$ cat src/rtl/ddr2_mon_pkg.sv
package ddr2_mon_pkg;

  typedef enum logic [2:0] {
    CMD_NOP  = 3'd0,
    CMD_ACT  = 3'd1,
    CMD_RD   = 3'd2,
    CMD_WR   = 3'd3,
    CMD_PRE  = 3'd4,
    CMD_PREA = 3'd5
  } cmd_e;

  typedef enum logic [3:0] {
    V_NONE = 4'd0,
    V_RCD  = 4'd1,
    V_RRD  = 4'd2,
    V_CCD  = 4'd3,
    V_WTR  = 4'd4,
    V_RTW  = 4'd5,
    V_RTP  = 4'd6,
    V_WRP  = 4'd7,
    V_RP   = 4'd8
  } vcode_e;

  function automatic int clamp0(input int v);
    return (v < 0) ? 0 : v;
  endfunction

  function automatic int imax(input int a, input int b);
    return (a > b) ? a : b;
  endfunction

endpackage

$ cat src/rtl/ddr2_gap_cnt.sv
// Saturating "cycles since last event" counter; resets to saturation (no history).
module ddr2_gap_cnt #(
  parameter int CW = 5
) (
  input  logic          clk,
  input  logic          rst_n,
  input  logic          start,
  output logic [CW-1:0] cnt
);
  localparam logic [CW-1:0] CMAX = '1;

  logic [CW-1:0] cnt_q, cnt_d;
  logic          cnt_en;

  always_comb begin
    cnt_en = start | (cnt_q != CMAX);
    cnt_d  = start ? CW'(1) : cnt_q + 1'b1;
  end

  always_ff @(posedge clk or negedge rst_n) begin
    if (!rst_n)      cnt_q <= CMAX;
    else if (cnt_en) cnt_q <= cnt_d;
  end

  assign cnt = cnt_q;


  sat_hold_chk: assert property (@(posedge clk) disable iff (!rst_n)
    (cnt_q == CMAX && !start) |=> (cnt_q == CMAX));


  start_one_chk: assert property (@(posedge clk) disable iff (!rst_n)
    start |=> (cnt_q == CW'(1)));

endmodule

$ cat src/rtl/ddr2_rule_eval.sv
// Combinational rule check; lowest-numbered failing rule is selected.
module ddr2_rule_eval
  import ddr2_mon_pkg::*;
#(
  parameter int NB     = 4,
  parameter int BANK_W = 2,
  parameter int CW     = 5,
  parameter int L_RCD  = 4,
  parameter int L_RRD  = 2,
  parameter int L_CCD  = 2,
  parameter int L_WTR  = 9,
  parameter int L_RTW  = 5,
  parameter int L_RTP  = 4,
  parameter int L_WRP  = 11,
  parameter int L_RP   = 4
) (
  input  cmd_e                     cmd,
  input  logic [BANK_W-1:0]        bank,
  input  logic [NB-1:0][CW-1:0]    b_act,
  input  logic [NB-1:0][CW-1:0]    b_rd,
  input  logic [NB-1:0][CW-1:0]    b_wr,
  input  logic [NB-1:0][CW-1:0]    b_pre,
  input  logic [CW-1:0]            g_act,
  input  logic [CW-1:0]            g_col,
  input  logic [CW-1:0]            g_rd,
  input  logic [CW-1:0]            g_wr,
  output vcode_e                   code
);
  localparam logic [CW-1:0] C_RCD = CW'(L_RCD);
  localparam logic [CW-1:0] C_RRD = CW'(L_RRD);
  localparam logic [CW-1:0] C_CCD = CW'(L_CCD);
  localparam logic [CW-1:0] C_WTR = CW'(L_WTR);
  localparam logic [CW-1:0] C_RTW = CW'(L_RTW);
  localparam logic [CW-1:0] C_RTP = CW'(L_RTP);
  localparam logic [CW-1:0] C_WRP = CW'(L_WRP);
  localparam logic [CW-1:0] C_RP  = CW'(L_RP);

  logic [NB-1:0] rtp_b, wrp_b, sel;
  logic          is_col, is_pre, rtp_hit, wrp_hit;

  for (genvar b = 0; b < NB; b++) begin : g_bank
    assign rtp_b[b] = (b_rd[b] < C_RTP);
    assign wrp_b[b] = (b_wr[b] < C_WRP);
    assign sel[b]   = (cmd == CMD_PREA) || (bank == BANK_W'(b));
  end

  always_comb begin
    is_col  = (cmd == CMD_RD) || (cmd == CMD_WR);
    is_pre  = (cmd == CMD_PRE) || (cmd == CMD_PREA);
    rtp_hit = |(rtp_b & sel);
    wrp_hit = |(wrp_b & sel);
    code    = V_NONE;
    if      (is_col && (b_act[bank] < C_RCD))        code = V_RCD;
    else if ((cmd == CMD_ACT) && (g_act < C_RRD))    code = V_RRD;
    else if (is_col && (g_col < C_CCD))              code = V_CCD;
    else if ((cmd == CMD_RD) && (g_wr < C_WTR))      code = V_WTR;
    else if ((cmd == CMD_WR) && (g_rd < C_RTW))      code = V_RTW;
    else if (is_pre && rtp_hit)                      code = V_RTP;
    else if (is_pre && wrp_hit)                      code = V_WRP;
    else if ((cmd == CMD_ACT) && (b_pre[bank] < C_RP)) code = V_RP;
  end

endmodule

$ cat src/rtl/ddr2_spacing_mon.sv
module ddr2_spacing_mon
  import ddr2_mon_pkg::*;
#(
  parameter int NB     = 4,
  parameter int BANK_W = 2,
  parameter int CL     = 4,
  parameter int AL     = 0,
  parameter int BL     = 8,
  parameter int T_RCD  = 4,
  parameter int T_RP   = 4,
  parameter int T_RRD  = 2,
  parameter int T_CCD  = 2,
  parameter int T_WTR  = 2,
  parameter int T_WR   = 4,
  parameter int T_RTP  = 2
) (
  input  logic              clk,
  input  logic              rst_n,
  input  logic [2:0]        cmd,
  input  logic [BANK_W-1:0] bank,
  output logic              viol,
  output logic [3:0]        viol_code
);
  localparam int RL    = AL + CL;
  localparam int WL    = RL - 1;
  localparam int HB    = BL / 2;
  localparam int L_RCD = clamp0(T_RCD);
  localparam int L_RRD = clamp0(T_RRD);
  localparam int L_CCD = clamp0(T_CCD);
  localparam int L_WTR = clamp0(WL + HB + T_WTR);
  localparam int L_RTW = clamp0(RL + HB - WL);
  localparam int L_RTP = clamp0(AL + HB + T_RTP - 2);
  localparam int L_WRP = clamp0(WL + HB + T_WR);
  localparam int L_RP  = clamp0(T_RP);
  localparam int L_MAX = imax(imax(imax(L_RCD, L_RRD), imax(L_CCD, L_WTR)),
                              imax(imax(L_RTW, L_RTP), imax(L_WRP, L_RP)));
  localparam int CW    = $clog2(L_MAX + 1) + 1;

  cmd_e cmd_t;
  assign cmd_t = cmd_e'(cmd);

  logic [NB-1:0][CW-1:0] b_act, b_rd, b_wr, b_pre;
  logic [CW-1:0]         g_act, g_col, g_rd, g_wr;

  for (genvar b = 0; b < NB; b++) begin : g_bank_cnt
    logic hit;
    assign hit = (bank == BANK_W'(b));
    ddr2_gap_cnt #(.CW(CW)) u_act (.clk(clk), .rst_n(rst_n),
      .start(hit && cmd_t == CMD_ACT), .cnt(b_act[b]));
    ddr2_gap_cnt #(.CW(CW)) u_rd  (.clk(clk), .rst_n(rst_n),
      .start(hit && cmd_t == CMD_RD), .cnt(b_rd[b]));
    ddr2_gap_cnt #(.CW(CW)) u_wr  (.clk(clk), .rst_n(rst_n),
      .start(hit && cmd_t == CMD_WR), .cnt(b_wr[b]));
    ddr2_gap_cnt #(.CW(CW)) u_pre (.clk(clk), .rst_n(rst_n),
      .start((hit && cmd_t == CMD_PRE) || cmd_t == CMD_PREA), .cnt(b_pre[b]));
  end

  ddr2_gap_cnt #(.CW(CW)) u_g_act (.clk(clk), .rst_n(rst_n),
    .start(cmd_t == CMD_ACT), .cnt(g_act));
  ddr2_gap_cnt #(.CW(CW)) u_g_col (.clk(clk), .rst_n(rst_n),
    .start(cmd_t == CMD_RD || cmd_t == CMD_WR), .cnt(g_col));
  ddr2_gap_cnt #(.CW(CW)) u_g_rd  (.clk(clk), .rst_n(rst_n),
    .start(cmd_t == CMD_RD), .cnt(g_rd));
  ddr2_gap_cnt #(.CW(CW)) u_g_wr  (.clk(clk), .rst_n(rst_n),
    .start(cmd_t == CMD_WR), .cnt(g_wr));

  vcode_e code_w;

  ddr2_rule_eval #(
    .NB(NB), .BANK_W(BANK_W), .CW(CW),
    .L_RCD(L_RCD), .L_RRD(L_RRD), .L_CCD(L_CCD), .L_WTR(L_WTR),
    .L_RTW(L_RTW), .L_RTP(L_RTP), .L_WRP(L_WRP), .L_RP(L_RP)
  ) u_eval (
    .cmd(cmd_t), .bank(bank),
    .b_act(b_act), .b_rd(b_rd), .b_wr(b_wr), .b_pre(b_pre),
    .g_act(g_act), .g_col(g_col), .g_rd(g_rd), .g_wr(g_wr),
    .code(code_w)
  );

  logic       viol_q, viol_d;
  logic [3:0] code_q, code_d;

  always_comb begin
    code_d = code_w;
    viol_d = (code_w != V_NONE);
  end

  always_ff @(posedge clk or negedge rst_n) begin
    if (!rst_n) begin
      viol_q <= 1'b0;
      code_q <= 4'd0;
    end else begin
      viol_q <= viol_d;
      code_q <= code_d;
    end
  end

  assign viol      = viol_q;
  assign viol_code = code_q;


  code_range_chk: assert property (@(posedge clk) disable iff (!rst_n)
    viol_q |-> (code_q >= 4'd1 && code_q <= 4'd8));


  code_idle_chk: assert property (@(posedge clk) disable iff (!rst_n)
    !viol_q |-> (code_q == 4'd0));


  nop_quiet_chk: assert property (@(posedge clk) disable iff (!rst_n)
    (cmd == 3'd0 || cmd == 3'd6 || cmd == 3'd7) |=> !viol_q);


  rcd_col_only_chk: assert property (@(posedge clk) disable iff (!rst_n)
    (code_w == V_RCD) |-> (cmd == 3'd2 || cmd == 3'd3));


  rp_act_only_chk: assert property (@(posedge clk) disable iff (!rst_n)
    (code_w == V_RP) |-> (cmd == 3'd1));

endmodule

$ cat config.mk
export PLATFORM = sky130hd
export DESIGN_NAME = ddr2_spacing_mon
export DESIGN_NICKNAME = d
export VERILOG_FILES = /design/src/rtl/ddr2_mon_pkg.sv /design/src/rtl/ddr2_gap_cnt.sv /design/src/rtl/ddr2_rule_eval.sv /design/src/rtl/ddr2_spacing_mon.sv
export SDC_FILE = /design/constraint.sdc
export NUM_CORES = 1
export LEC_CHECK = 0
export CORE_MARGIN = 5
export CORE_UTILIZATION = 62
export DETAILED_ROUTE_END_ITERATION = 7
export GPL_TIMING_DRIVEN = 0
export MAX_ROUTING_LAYER = met4
export PLACE_DENSITY = 0.91
export SLEW_MARGIN = 20
export SYNTH_ARGS = -nofsm -noshare
export SYNTH_HDL_FRONTEND = slang
export SYNTH_HIERARCHICAL = 1
export SYNTH_SLANG_ARGS = --single-unit
$ cat constraint.sdc
create_clock -name clk -period 3.2 [get_ports clk]
set_input_delay 0.32 -clock clk [delete_from_list [all_inputs] [get_ports clk]]
set_output_delay 0.32 -clock clk [all_outputs]
set_load 0.1 [all_outputs]
==> out/metrics.yaml <==
synth:
  synth.net_count: 545
  synthDistinctLibCells: 41
  netlist.area_leader.share: 0.468
  synth_edf_count: 0
  ys_top_cells_by_area: "dfstp_2 (47%), ha_1 (8.9%), mux2i_1 (7.1%)"
  async_flop_share: 1.00
  seq_area_frac_synth: 0.490
  avgSynthCellArea_um2: 11.3
  netlist_area_um2: 5620
  synth_seq_cells: 105
  synth_warnings: 6
  synth_largest_area_cell: "dfstp_2"
  ys.flop_type: "dfstp_2"
  syn_inst: 498
drt:
  ant_nets: 0
  dr.pass1.iters: 5
  drc: 0
  post_drt_wl_per_cell_um: 16.6
  viasPerCell: 5.94
  vias: 3769
  drt_iter0_markers: 227
  routed_wirelength_um: 10500
worst_setup_path:
  slowest_stage: "dfstp_2"
  r2r_cells: 6
  critPathBufInv: 0
  path_cells: "nand3_1 -> and4_4 -> or4_4 -> mux2_4 -> a21o_1 -> or4_1"
  end_kind: "flip-flop"
  cp-start-kind: "flip-flop"
  cp_max_fo: 4
  cp.arrival_ns: 2.78
  slowest_delay_ns: 0.59
  crit_cells: 6
  ff2ff_setup_slack_ns: 0.65
  reg2reg_to: "viol$_DFF_PN0_"
  critPathRequiredTime_ns: 3.44
  crit_path_end: "viol$_DFF_PN0_"
  worstSetupStartpoint: "g_bank_cnt[2].u_wr/cnt[0]$_DFFE_PN1P_"
  crit_family: "simple AND/OR/NAND/NOR gates"
  critical_path_class: "flip-flop to flip-flop"
  regToRegStartpoint: "g_bank_cnt[2].u_wr/cnt[0]$_DFFE_PN1P_"
pwr:
  ir_drop_mv: 0.479
  p_leak_nw: 2.63
  power_density_nw_per_um2: 1020
cells_and_area:
  layout_common_cells: "dfstp_2 (100), nor2_1 (93), mux2i_1 (40), xor2_1 (40), ha_1 (40)"
  layout.nets: 569
  multi_input_area_um2: 2820
  fin_area_um2: 6100
  seqCellArea_um2: 2750
  fillCellCount: 614
  syn_to_final_growth_pct: 8.58
  final_layout_size_suffix_gt1_frac: 0.241
  final_common_cell: "dfstp_2"
  num_antenna_cells: 0
sta:
  rsz0062_at_grt: "no"
  worst_slew_pin_slew_ns: 0.965
  setup_viol: 0
  layout_min_cycle_time_ns: 2.55
  skew_ns: 0.00944
  fin_setup_tns_ns: 0
  maxSlewHeadroom: 0.355
  period_share: 0.796
  slew_viol_final: 0
  max_freq_mhz: 393
  hold_viol: 0
die:
  core_area_um2: 8760
  die_h_um: 105
  ios: 12
  start_util: 0.641
  die_w_um: 105
  die_area_um2: 11100
  core.rowCount: 34
status:
  status: "finished clean"
place:
  gp_congestion: 0.872
  dp_hpwl_um: 7620
  postPlaceCellArea_um2: 5890
  io_buffers: 11
cts:
  cts_buffers: 9
  cts-root-buf: "clkbuf_8"
  clockBufferDepth: 2
  clk_latency_ns: 0.36
  postCtsSetupRepairBufs: 0
  cts_sinks: 105
  cts_tree: "done"
  h-tree-depth: 3
  clk_pin_slew_ns: 0.10
  cts_resized: 0
global_routing:
  grt-ovfl-total: 0
  grt_pass1_wl_um: 18500
  antenna_found_initial: 0
  grtUsageTotal: 0.208
  grt_max_degree: 67
  first_global_vias: 4070
min_path:
  min_path_type: "input pin to asynchronous set/reset pin"
run:
  drv_cap: 0
-- worst min-delay path by stage --
stage,startpoint,endpoint,slack [ns],cells past startpoint
after floorplan,rst_n,viol$_DFF_PN0_,0.02,0
after global placement,g_bank_cnt[0].u_act/cnt[1]$_DFFE_PN1P_,g_bank_cnt[0].u_act/cnt[1]$_DFFE_PN1P_,0.54,2
after detailed placement,rst_n,viol_code[1]$_DFF_PN0_,0.25,1
after CTS,rst_n,viol_code[3]$_DFF_PN0_,0.42,2
after global routing,rst_n,viol_code[3]$_DFF_PN0_,0.47,2
final,rst_n,viol_code[3]$_DFF_PN0_,0.44,2
-- layout make-up --
class / instances / share of cell area
inverter: 8 / 0.00493
buffer: 1 / 0.00185
sequential: 105 / 0.451
clock buffer: 12 / 0.0238
clock inverter: 4 / 0.00862
timing repair buffer: 13 / 0.0244
multi-input combinational: 384 / 0.463
tap: 108 / 0.0222
-- worst register-to-register path: stages, from the launching register on --
cell,delay [ns]
dfstp_2,0.59
nand3_1,0.14
and4_4,0.20
or4_4,0.54
mux2_4,0.27
a21o_1,0.19
or4_1,0.50
-- synth_stat cells (7+ instances only) --
master    count
a21oi_1       8
and3_1       20
dfstp_2     100
ha_1         40
inv_1         7
mux2i_1      40
nand2b_1     25
nand4b_1     20
nor2_1       93
nor2b_1      21
nor3_1       10
nor4_1        7
xnor2_1      20
xor2_1       40
-- stage by stage --
step                power (mW)  cells  hold slack, ns  utilization  setup WS [ns]
floorplan                 4.70    498          0.0244            -          0.814
global placement          5.07    617           0.538        0.669          -1.76
detailed placement        5.35    618           0.248        0.672          0.338
CTS                       6.22    635           0.424        0.696          0.660
global route              6.69    635           0.470        0.696          0.538
finish                    6.19    635           0.435        0.696          0.653
-- power breakdown --
group,switching [mW],internal [mW],leakage [nW]
logic,1.25,1.07,1.42
clock network,0.445,0.386,0.101
registers,0.613,2.43,1.11
-- layer usage --
layer  vias up  track usage  routed length, um
met1      1896        0.237               4360
met2        64        0.368               5610
met4         0       0.0584                192
li1       1789            -                  -
met5         -            -                  0
met3        20       0.0456                371
-- timing repair --
item | 4_1_cts | 5_1_grt
endpoints found under the setup margin | 0 | 0
hold buffers | 1 | 0
hold endpoints to repair | 5 | 0
-- flip-flops by register name (all words and copies together), names as in the netlist --
signal	count
g_bank_cnt.u_pre/cnt	20
g_bank_cnt.u_wr/cnt	20
u_g_wr/cnt	5
g_bank_cnt.u_act/cnt	20
u_g_act/cnt	5
viol	1
g_bank_cnt.u_rd/cnt	20
u_g_col/cnt	5
u_g_rd/cnt	5
viol_code	4
-- kinds of logic after synthesis --
logic type	synth area share
xor gates and xnor gates	0.0936
DFF	0.490
muxes	0.0787
adders and majority gates	0.0891
AOI/OAI and AO/OA	0.0348
buffers and inverters	0.00735
and+or+nand+nor	0.206
Power figures use the tool's default switching activity.
